[src/rtl/xtal_fault_monitor.sv]
module xtal_fault_monitor #(
  parameter int LIMIT   = 50,
  parameter bit HAS_XT2 = 1'b1
) (
  input  logic clk,
  input  logic rst_n,
  input  logic xt1_edge,
  input  logic xt2_edge,
  input  logic xt1_off,
  input  logic xt2_off,
  input  logic flag_set,
  input  logic flag_clr,
  input  logic en_set,
  input  logic en_clr,
  input  logic irq_ack,
  output logic fault_flag,
  output logic nmi_req,
  output logic force_dco
);

  localparam int CW = $clog2(LIMIT + 1);
  localparam logic [CW-1:0] CMAX = CW'(LIMIT);

  logic [CW-1:0] cnt1;
  logic fault1, fault2, any_fault, enable;

  // primary detector: saturating silence counter
  always_ff @(posedge clk or negedge rst_n)
    if (!rst_n)                    cnt1 <= '0;
    else if (xt1_off || xt1_edge)  cnt1 <= '0;
    else if (cnt1 != CMAX)         cnt1 <= cnt1 + 1'b1;

  assign fault1 = (cnt1 == CMAX);

  generate
    if (HAS_XT2) begin : g_xt2
      logic [CW-1:0] cnt2;
      always_ff @(posedge clk or negedge rst_n)
        if (!rst_n)                    cnt2 <= '0;
        else if (xt2_off || xt2_edge)  cnt2 <= '0;
        else if (cnt2 != CMAX)         cnt2 <= cnt2 + 1'b1;
      assign fault2 = (cnt2 == CMAX);

      p_cnt2_bound_r4: assert property (@(posedge clk) disable iff (!rst_n)
        cnt2 <= CMAX);
    end else begin : g_no_xt2
      assign fault2 = 1'b0;
    end
  endgenerate

  assign any_fault = fault1 | fault2;
  assign force_dco = any_fault;

  always_ff @(posedge clk or negedge rst_n)
    if (!rst_n)                   fault_flag <= 1'b1;
    else if (any_fault || flag_set) fault_flag <= 1'b1;
    else if (flag_clr)            fault_flag <= 1'b0;

  always_ff @(posedge clk or negedge rst_n)
    if (!rst_n)                 enable <= 1'b0;
    else if (irq_ack || en_clr) enable <= 1'b0;
    else if (en_set)            enable <= 1'b1;

  assign nmi_req = fault_flag & enable;

  p_cnt1_bound_r2: assert property (@(posedge clk) disable iff (!rst_n)
    cnt1 <= CMAX);
  p_edge_clears_r3: assert property (@(posedge clk) disable iff (!rst_n)
    xt1_edge |=> !fault1);
  p_off_xt1_r5: assert property (@(posedge clk) disable iff (!rst_n)
    xt1_off |=> !fault1);
  p_off_xt2_r5: assert property (@(posedge clk) disable iff (!rst_n)
    xt2_off |=> !fault2);
  p_fault_sets_flag_r6: assert property (@(posedge clk) disable iff (!rst_n)
    force_dco |=> fault_flag);
  p_sticky_r7: assert property (@(posedge clk) disable iff (!rst_n)
    (fault_flag && !flag_clr) |=> fault_flag);
  p_ack_drops_nmi_r10: assert property (@(posedge clk) disable iff (!rst_n)
    irq_ack |=> !nmi_req);
  p_set_r12: assert property (@(posedge clk) disable iff (!rst_n)
    flag_set |=> fault_flag);

endmodule

[config.mk]
export PLATFORM = sky130hd
export DESIGN_NAME = xtal_fault_monitor
export DESIGN_NICKNAME = d
export VERILOG_FILES = /design/src/rtl/xtal_fault_monitor.sv
export SDC_FILE = /design/constraint.sdc
export NUM_CORES = 1
export LEC_CHECK = 0
export BUFFER_PORTS_ARGS = -buffer_cell sky130_fd_sc_hd__buf_2
export CAP_MARGIN = 30
export CORE_MARGIN = 1
export CORE_UTILIZATION = 55
export CTS_BUF_LIST = sky130_fd_sc_hd__clkbuf_4 sky130_fd_sc_hd__clkbuf_8
export DETAILED_ROUTE_END_ITERATION = 8
export GPL_TIMING_DRIVEN = 0
export PLACE_DENSITY = 0.79
export SLEW_MARGIN = 5
export SYNTH_ARGS = -nofsm -noshare
export SYNTH_HDL_FRONTEND = slang
export SYNTH_SLANG_ARGS = --single-unit
[constraint.sdc]
create_clock -name clk -period 1.55 [get_ports clk]
set_input_delay 0.31 -clock clk [delete_from_list [all_inputs] [get_ports clk]]
set_output_delay 0.31 -clock clk [all_outputs]
set_load 0.02 [all_outputs]
==> results of run 1 <==
-- metal layers --
| metal | wire, microns | track usage (%) | share of wire [%] | up-vias |
|---|---|---|---|---|
| met5 | 0 | 0 | 0 | - |
| met4 | 25 | 10.3 | 1.6 | 0 |
| met3 | 32 | 5.23 | 2.1 | 3 |
| met2 | 785 | 39.4 | 50 | 11 |
| met1 | 716 | 35.2 | 46 | 294 |
| li1 | - | - | - | 298 |
-- where the power goes --
part / internal [uW] / switching, uW / total (uW)
Sequential: 374 / 6.35 / 380
Combinational: 28.6 / 32.9 / 61.4
Clock: 143 / 127 / 270
Total: 546 / 166 / 712
-- final timing paths --
kind                                 end  slack [ns]           from
max                            force_dco       -0.14        cnt1[0]
min                               enable        0.16        irq_ack
max reg2reg                g_xt2.cnt2[1]        0.08  g_xt2.cnt2[0]
min reg2reg                       enable        0.55         enable
max in group asynchronous     fault_flag        0.80          rst_n
min in group asynchronous        cnt1[2]        0.46          rst_n
-- cells by family (layout without fill, tap and decap cells) --
family          after synthesis  in the layout  synth area share [%]
compound gates               11             11                  8.61
buf+inv                       8             32                  4.82
flops                        14             14                  48.4
fa+ha+maj                     4              4                  6.88
xor+xnor                      5              5                  6.02
simple gates                 31             31                  25.3
-- sequential cells by signal (all words and copies together), names as in the netlist --
signal	flops
cnt1	6
enable	1
fault_flag	1
g_xt2.cnt2	6
-- synthesized netlist by cell type (2+ instances only) --
library cell	n	area share (%)
or3_1	2	1.7
o21ai_0	4	2.8
inv_1	5	2.6
xor2_1	4	4.8
nor3_1	6	4.1
nand2b_1	2	1.7
a21oi_1	4	2.8
nand3_1	5	3.4
ha_1	4	6.9
dfrtp_1	13	45
nor2_1	6	3.1
nand2_1	2	1.0
-- what timing repair did --
| item | in CTS | in global routing |
|---|---|---|
| hold buffers | 1 | 0 |
| setup buffers | 5 | 1 |
| gates resized for setup | 2 | 3 |
| endpoints found under the hold margin | 13 | 0 |
| cloned | 0 | 0 |
| endpoints found under the setup margin | 1 | 1 |
-- layout make-up --
class	instances	share of cell area, %
multi-input cells	51	38.6
repair buffers	20	13.7
well taps	14	1.90
plain buffers	3	1.76
flip-flops and latches	14	38.1
clock buffers	4	3.93
inverters	5	2.03
-- through the flow --
stage	TNS, ns	util (%)
global placement	-0.0429	69.1
finish	-0.144	78.8
global route	-0.228	78.8
detailed placement	-0.0838	69.1
floorplan	0	-
CTS	-0.161	77.1
==> results.py, run 1 <==
metrics = {
    "outcome": {
        "violations": "setup timing",
        "status": "finished with violations",
    },
    "yosys": {
        "synth_edf_count": 0,
        "syn-mean-instance-area_sq_um": 9.96,
        "syn-instance-count": 73,
        "ys_ff_latch": 14,
        "syn_nets": 88,
        "synth_cell_type_count": 28,
        "async_flop_share_pct": 100,
        "netlist_area_sq_um": 727,
        "ys.flop_type": "dfrtp_1",
        "yosysWarnings": 0,
        "seq_area_frac_synth_pct": 48.4,
    },
    "global_routing": {
        "grt_pass1_vias": 554,
        "grt_max_degree": 15,
        "overflow": 0,
        "grt_pass1_wl_mm": 2.49,
        "grt_use_total_pct": 25.6,
        "antenna_found_initial": 0,
    },
    "layout": {
        "multi_input_area_sq_um": 357,
        "area_growth_pct": 27.0,
        "nets": 113,
        "postLayoutCellArea_sq_um": 923,
        "final_cell_mix": "buf_2, dfrtp_1, buf_4, nor2_1, nor3_1",
        "seq_area_sq_um": 352,
        "diodes": 0,
        "drive_gt1_share_pct": 32.0,
        "fillers": 68,
        "final_cell_count_no_fill": 111,
    },
    "clock_network": {
        "insertion_delay_ns": 0.29,
        "cts_buffers": 3,
        "clkSinkCount": 14,
        "clk_pin_slew_ns": 0.09,
        "clockRootBuffer": "clkbuf_4",
        "cts_max_path_buffers": 2,
        "cts_max_level": 1,
        "cts_tree": "built",
    },
    "power_and_ir_drop": {
        "total_power_uw": 712,
        "power_density_nw_per_um2": 771,
        "leakagePower_uw": 0.000470,
        "ir_worst_vdd_mv": 0.535,
    },
    "place": {
        "dp_slack_ns": -0.0838,
        "placed_cells": 100,
        "numPortBuffers": 13,
        "post_dp_cell_area_sq_um": 810,
        "hpwl_microns": 975,
        "gp_congestion": 0.765,
    },
    "route": {
        "routed_wl_mm": 1.56,
        "routedWlPerCell_microns": 14.0,
        "dr_total_vias": 606,
        "first_iter_violations": 20,
        "vias_per_cell": 5.46,
        "dr.pass1.iters": 4,
        "drc_errors": 0,
        "drtAntennaViolNets": 0,
    },
    "run": {
        "drv_cap": 0,
    },
    "setup_path": {
        "worst_r2r_path_depth": 5,
        "cp_num_buf_inv": 2,
        "worstSetupPathType": "reg -> out",
        "cp_top_family": "flip-flops",
        "crit_arrival_ns": 1.38,
        "crit_fanout": 2,
        "cp.depth": 6,
        "cp-end-kind": "primary output",
        "cpPeakStageDelay_ns": 0.39,
        "start_kind": "flip-flop",
        "critical-path-slowest-cell": "dfrtp_1",
        "worstPathRequired_ns": 1.24,
        "crit_chain": "inv_1 > ha_1 > nand4b_1 > nand2b_4 > o21ai_2 > buf_6",
    },
    "timing": {
        "setup_ws_ns": -0.144,
        "timing.hold.ws_ns": 0.159,
        "finalSetupViolCount": 1,
        "finalHoldViolCount": 0,
        "maxSlewHeadroom_pct": 79.0,
        "tightest_slew_ns": 0.315,
        "period_needed_ns": 1.69,
        "fin_crit_sh_pct": 109,
        "fin_skew_ns": 0.00622,
        "grt_setup_unrepaired": "yes",
        "drv_slew": 0,
        "max_freq_ghz": 0.590,
    },
    "floorplan": {
        "die-area_sq_um": 1470,
        "fp.dieW_microns": 38.4,
        "num_rows": 12,
        "start_util_pct": 62.1,
        "io_pins": 14,
        "die_h_microns": 38.4,
        "coreArea_sq_um": 1170,
    },
    "worst_hold_path": {
        "whs_path_depth": 2,
        "hold_path_class": "in -> reg",
    },
}
Note: power is estimated with default switching activity, not from simulation.
==> run 2: changes to the inputs <==
--- a/config.mk
+++ b/config.mk
@@ -7,12 +7,13 @@
 export LEC_CHECK = 0
 export BUFFER_PORTS_ARGS = -buffer_cell sky130_fd_sc_hd__buf_2
 export CAP_MARGIN = 30
-export CORE_MARGIN = 1
+export CORE_MARGIN = 2
 export CORE_UTILIZATION = 55
 export CTS_BUF_LIST = sky130_fd_sc_hd__clkbuf_4 sky130_fd_sc_hd__clkbuf_8
 export DETAILED_ROUTE_END_ITERATION = 8
 export GPL_TIMING_DRIVEN = 0
 export PLACE_DENSITY = 0.79
+export SKIP_CTS_REPAIR_TIMING = 1
 export SLEW_MARGIN = 5
 export SYNTH_ARGS = -nofsm -noshare
 export SYNTH_HDL_FRONTEND = slang
==> run 2 against run 1 <==
Against the previous run:
- the run still ends with setup timing left
- clock skew fell by 0.0057 ns
- non-clock buffer count fell by 3
- sequential cell count is the same
- clock power decreased by 3%
- critical endpoint unchanged
- largest cell class unchanged
==> results.py, run 2 (synthesized netlist as in run 1, its figures left out) <==
metrics = {
    "clock_network": {
        "clkSinkCount": 14,
        "cts_max_level": 1,
        "insertion_delay_ns": 0.28,
        "cts_max_path_buffers": 2,
        "clockRootBuffer": "clkbuf_4",
        "clk_pin_slew_ns": 0.08,
        "cts_tree": "built",
        "cts_buffers": 3,
    },
    "layout": {
        "area_growth_pct": 24.1,
        "nets": 110,
        "utilization_pct": 71.1,
        "diodes": 0,
        "final_cell_mix": "buf_2, dfrtp_1, nor2_1, nor3_1",
        "drive_gt1_share_pct": 30.9,
        "reg.largest.list": "cnt1 (6), g_xt2.cnt2 (6)",
    },
    "timing": {
        "max_freq_ghz": 0.540,
        "maxSlewHeadroom_pct": 79.1,
        "fin_skew_ns": 0.000506,
        "finalHoldViolCount": 0,
        "drv_slew": 0,
        "tightest_slew_ns": 0.313,
        "period_needed_ns": 1.85,
        "grt_setup_unrepaired": "yes",
        "setup_ws_ns": -0.302,
        "fin_crit_sh_pct": 119,
        "finalSetupViolCount": 1,
    },
    "global_routing": {
        "antenna_found_initial": 0,
        "grt_pass1_wl_mm": 1.93,
        "overflow": 0,
        "grt_pass1_vias": 502,
        "grt_use_total_pct": 18.9,
        "grt_max_degree": 15,
    },
    "floorplan": {
        "die-area_sq_um": 1630,
        "start_util_pct": 57.3,
        "die_h_microns": 40.4,
        "num_rows": 13,
        "io_pins": 14,
        "fp.dieW_microns": 40.4,
        "coreArea_sq_um": 1270,
    },
    "route": {
        "drc_errors": 0,
        "routedWlPerCell_microns": 12.6,
        "vias_per_cell": 5.17,
        "first_iter_violations": 5,
        "dr.pass1.iters": 2,
        "routed_wl_mm": 1.38,
        "dr_total_vias": 563,
        "drtAntennaViolNets": 0,
    },
    "setup_path": {
        "cp_num_buf_inv": 2,
        "r2r-start": "g_xt2.cnt2[0]",
        "crit_chain": "inv_1 > ha_2 > nand4b_1 > nand2b_4 > o21ai_2 > buf_6",
        "startpoint": "cnt1[0]",
        "critical-path-slowest-cell": "dfrtp_1",
        "cpPeakStageDelay_ns": 0.41,
        "cp-end-kind": "primary output",
        "crit_arrival_ns": 1.54,
        "cp_top_family": "simple AND/OR/NAND/NOR gates",
        "worstSetupPathType": "reg -> out",
        "start_kind": "flip-flop",
        "crit_fanout": 4,
        "worstPathRequired_ns": 1.24,
    },
    "place": {
        "hpwl_microns": 972,
        "dp_slack_ns": -0.129,
        "numPortBuffers": 13,
        "gp_congestion": 0.658,
    },
    "worst_hold_path": {
        "hold_path_class": "in -> reg",
        "hp-start": "irq_ack",
    },
    "power_and_ir_drop": {
        "power_density_nw_per_um2": 775,
        "leakagePower_uw": 0.000452,
        "ir_worst_vdd_mv": 0.514,
    },
    "run": {
        "drv_cap": 0,
    },
    "outcome": {
        "status": "finished with violations",
        "violations": "setup timing",
    },
}
-- run 2: cell types whose count changed in the layout (fill, tap and decap cells not counted) --
cell / previous run / this run
buf_4: 7 / 4
ha_1: 4 / 2
ha_2: 0 / 2
a211oi_1: 0 / 1
a211oi_2: 1 / 0
-- run 2: power by group --
part | leakage, uW | total [uW] | internal [uW] | switching, uW
logic | 0.000242 | 55.0 | 26.4 | 28.6
registers | 0.000189 | 381 | 374 | 6.89
clock network | 0.0000210 | 263 | 143 | 120
-- run 2: path summary, 6_finish.rpt --
| path | endpoint | slack, ns | depth (start not counted) |
|---|---|---|---|
| max in group asynchronous | fault_flag | 0.83 | 2 |
| worst max-delay path | force_dco | -0.30 | 6 |
| min in group asynchronous | g_xt2.cnt2[3] | 0.43 | 2 |
| worst min-delay path | enable | 0.17 | 2 |
| worst min register to register | enable | 0.56 | 2 |
| worst max register to register | g_xt2.cnt2[1] | 0.08 | 5 |
-- run 2: layout make-up --
cell class / instances / area [sq um]
buffer: 3 / 16.3
inverter: 5 / 18.8
clock buffer: 4 / 36.3
multi-input combinational: 51 / 357
sequential: 14 / 352
fill: 102 / 367
timing repair buffer: 17 / 104
tap: 15 / 18.8
-- run 2: per-stage QoR --
stage	hold WS [ns]	power, uW	std cells	setup TNS, ns	instance area, sq um
after detailed placement	0.221	439	101	-0.129	811
after CTS	-0.0903	707	105	-0.455	847
after global routing	0.171	728	109	-0.350	902
after global placement	0.217	437	101	-0.0660	811
after floorplan	0.0144	413	73	0	727
final	0.173	699	109	-0.302	902
-- run 2: layer usage --
metal  global-route usage [%]  share of wire, %  vias to the layer above
li1                         -                 -                      297
met2                     32.1                51                        6
met4                     15.8               2.7                        0
met5                        0                 0                        -
met3                     3.33               2.1                        4
met1                     19.8                44                      256
==> run 3: changes to the inputs <==
==> constraint.sdc (replaced) <==
create_clock -name clk -period 1.55 [get_ports clk]
set_input_delay 0.0775 -clock clk [delete_from_list [all_inputs] [get_ports clk]]
set_output_delay 0.0775 -clock clk [all_outputs]
set_load 0.02 [all_outputs]
==> run 3 against run 2 <==
Against the previous run:
- largest power group unchanged
- the flow still finishes with violations (setup timing)
- cell count increased by 2.8%
- worst setup slack improved by 0.25 ns
- critical endpoint unchanged
- sequential power about the same
- non-clock buffer count increased by 3
- die area unchanged
- via count increased by 3.4%
- clock-buffer cell count unchanged
- first-iteration DRC count increased by 60%
- critical path type unchanged
- total power decreased by 3.4%
- sequential share of layout area decreased by 0.79 points
- hold slack got worse by 0.16 ns
- register-to-register slack got worse by 0.05 ns
==> results.py, run 3 (synthesized netlist as in run 1, its figures left out) <==
metrics = {
    "clock_network": {
        "cts_max_path_buffers": 2,
        "clkSinkCount": 14,
        "cts_tree": "built",
        "cts_buffers": 3,
        "insertion_delay_ns": 0.28,
        "cts_max_level": 1,
        "clk_pin_slew_ns": 0.08,
        "clockRootBuffer": "clkbuf_4",
    },
    "floorplan": {
        "die_h_microns": 40.4,
        "start_util_pct": 57.3,
        "coreArea_sq_um": 1270,
        "die-area_sq_um": 1630,
        "fp.dieW_microns": 40.4,
        "num_rows": 13,
        "io_pins": 14,
    },
    "layout": {
        "fillers": 96,
        "final_cell_count_no_fill": 112,
        "final_cell_mix": "buf_2, dfrtp_1, nor2_1, nor3_1",
        "drive_gt1_share_pct": 29.9,
        "nets": 113,
        "area_growth_pct": 26.7,
        "utilization_pct": 72.6,
        "reg.largest.list": "cnt1 (6), g_xt2.cnt2 (6)",
        "diodes": 0,
    },
    "timing": {
        "finalSetupViolCount": 1,
        "setup_ws_ns": -0.0544,
        "fin_skew_ns": 0.00780,
        "tightest_slew_ns": 0.322,
        "max_freq_ghz": 0.623,
        "fin_crit_sh_pct": 104,
        "finalHoldViolCount": 0,
        "grt_setup_unrepaired": "yes",
        "drv_slew": 0,
        "maxSlewHeadroom_pct": 78.5,
        "timing.hold.ws_ns": 0.0159,
        "period_needed_ns": 1.60,
        "tns_ns": -0.0544,
    },
    "global_routing": {
        "grt_use_total_pct": 18.6,
        "antenna_found_initial": 0,
        "grt_pass1_vias": 508,
        "grt_pass1_wl_mm": 2.00,
        "overflow": 0,
        "grt_max_degree": 15,
    },
    "setup_path": {
        "crit_arrival_ns": 1.53,
        "cp-end-kind": "primary output",
        "crit_fanout": 5,
        "worstPathRequired_ns": 1.47,
        "crit_chain": "inv_1 > ha_1 > nand4b_1 > nand2b_4 > o21ai_2 > buf_6",
        "start_kind": "flip-flop",
        "critical-path-slowest-cell": "dfrtp_1",
        "cpPeakStageDelay_ns": 0.42,
        "worstSetupPathType": "reg -> out",
    },
    "route": {
        "routed_wl_mm": 1.51,
        "first_iter_violations": 8,
        "dr_total_vias": 582,
        "vias_per_cell": 5.20,
        "routedWlPerCell_microns": 13.5,
        "drtAntennaViolNets": 0,
        "drc_errors": 0,
        "dr.pass1.iters": 6,
    },
    "power_and_ir_drop": {
        "power_density_nw_per_um2": 733,
        "internal_power_uw": 521,
        "power.share.switching_pct": 22.8,
        "leakagePower_uw": 0.000466,
        "power.switching_uw": 154,
        "ir_worst_vdd_mv": 0.410,
        "combinationalPowerShare_pct": 8.9,
        "power_frac_clock_pct": 34.5,
        "seq_power_share_pct": 56.5,
    },
    "run": {
        "drv_cap": 0,
    },
    "place": {
        "dp_slack_ns": 0.0918,
        "hpwl_mm": 1.02,
        "placed_cells": 101,
        "numPortBuffers": 13,
        "gp_congestion": 0.696,
    },
    "outcome": {
        "violations": "setup timing",
        "status": "finished with violations",
    },
    "worst_hold_path": {
        "hold_path_class": "in -> reg",
    },
}
-- run 3: final timing paths --
kind | cells past startpoint | endpoint | slack [ns] | startpoint
min reg2reg | 2 | fault_flag | 0.59 | fault_flag
max reg2reg | 5 | g_xt2.cnt2[1] | 0.03 | g_xt2.cnt2[0]
min | 3 | fault_flag | 0.02 | flag_set
max in group asynchronous | 2 | fault_flag | 1.01 | rst_n
min in group asynchronous | 2 | g_xt2.cnt2[3] | 0.24 | rst_n
max | 6 | force_dco | -0.05 | cnt1[0]
-- run 3: per-stage QoR --
step / total power (uW) / instance area, sq um
5_1_grt: 702 / 921
3_5_place_dp: 441 / 811
4_1_cts: 672 / 841
6_report: 675 / 921
3_3_place_gp: 438 / 811
2_1_floorplan: 413 / 727
-- run 3: power by group through the flow --
| stage | combinational, uW | clock [uW] | sequential, uW |
|---|---|---|---|
| 3_5_place_dp | 51.9 | 0 | 389 |
| 3_3_place_gp | 49.3 | 0 | 388 |
| 5_1_grt | 66.0 | 253 | 383 |
| 2_1_floorplan | 23.0 | 0 | 390 |
| 4_1_cts | 51.8 | 239 | 382 |
| 6_report | 60.1 | 233 | 382 |
-- run 3: final cells by class --
type                    instances  area [sq um]  area share (%)
multi-input cells              51           354            38.5
flip-flops and latches         14           352            38.2
repair buffers                 20           131            14.3
clock buffers                   4          30.0            3.26
inverters                       5          18.8            2.04
well taps                      15          18.8            2.04
plain buffers                   3          16.3            1.77
-- run 3: critical path: cells and delay by family (launching register included) --
| kind | cells | cell delay [ns] |
|---|---|---|
| buffers and inverters | 2 | 0.20 |
| AO/OA/AOI/OAI | 1 | 0.07 |
| adder cells (fa/ha/maj) | 1 | 0.15 |
| AND/OR/NAND/NOR | 2 | 0.41 |
| flip-flops | 1 | 0.42 |
-- run 3: metal layers --
| layer | vias to the layer above | track usage, % | wire, microns |
|---|---|---|---|
| met3 | 0 | 5.00 | 36 |
| met2 | 8 | 32.1 | 804 |
| li1 | 296 | - | - |
| met1 | 278 | 22.5 | 667 |
| met5 | - | 0 | 0 |
| met4 | 0 | 5.00 | 0 |
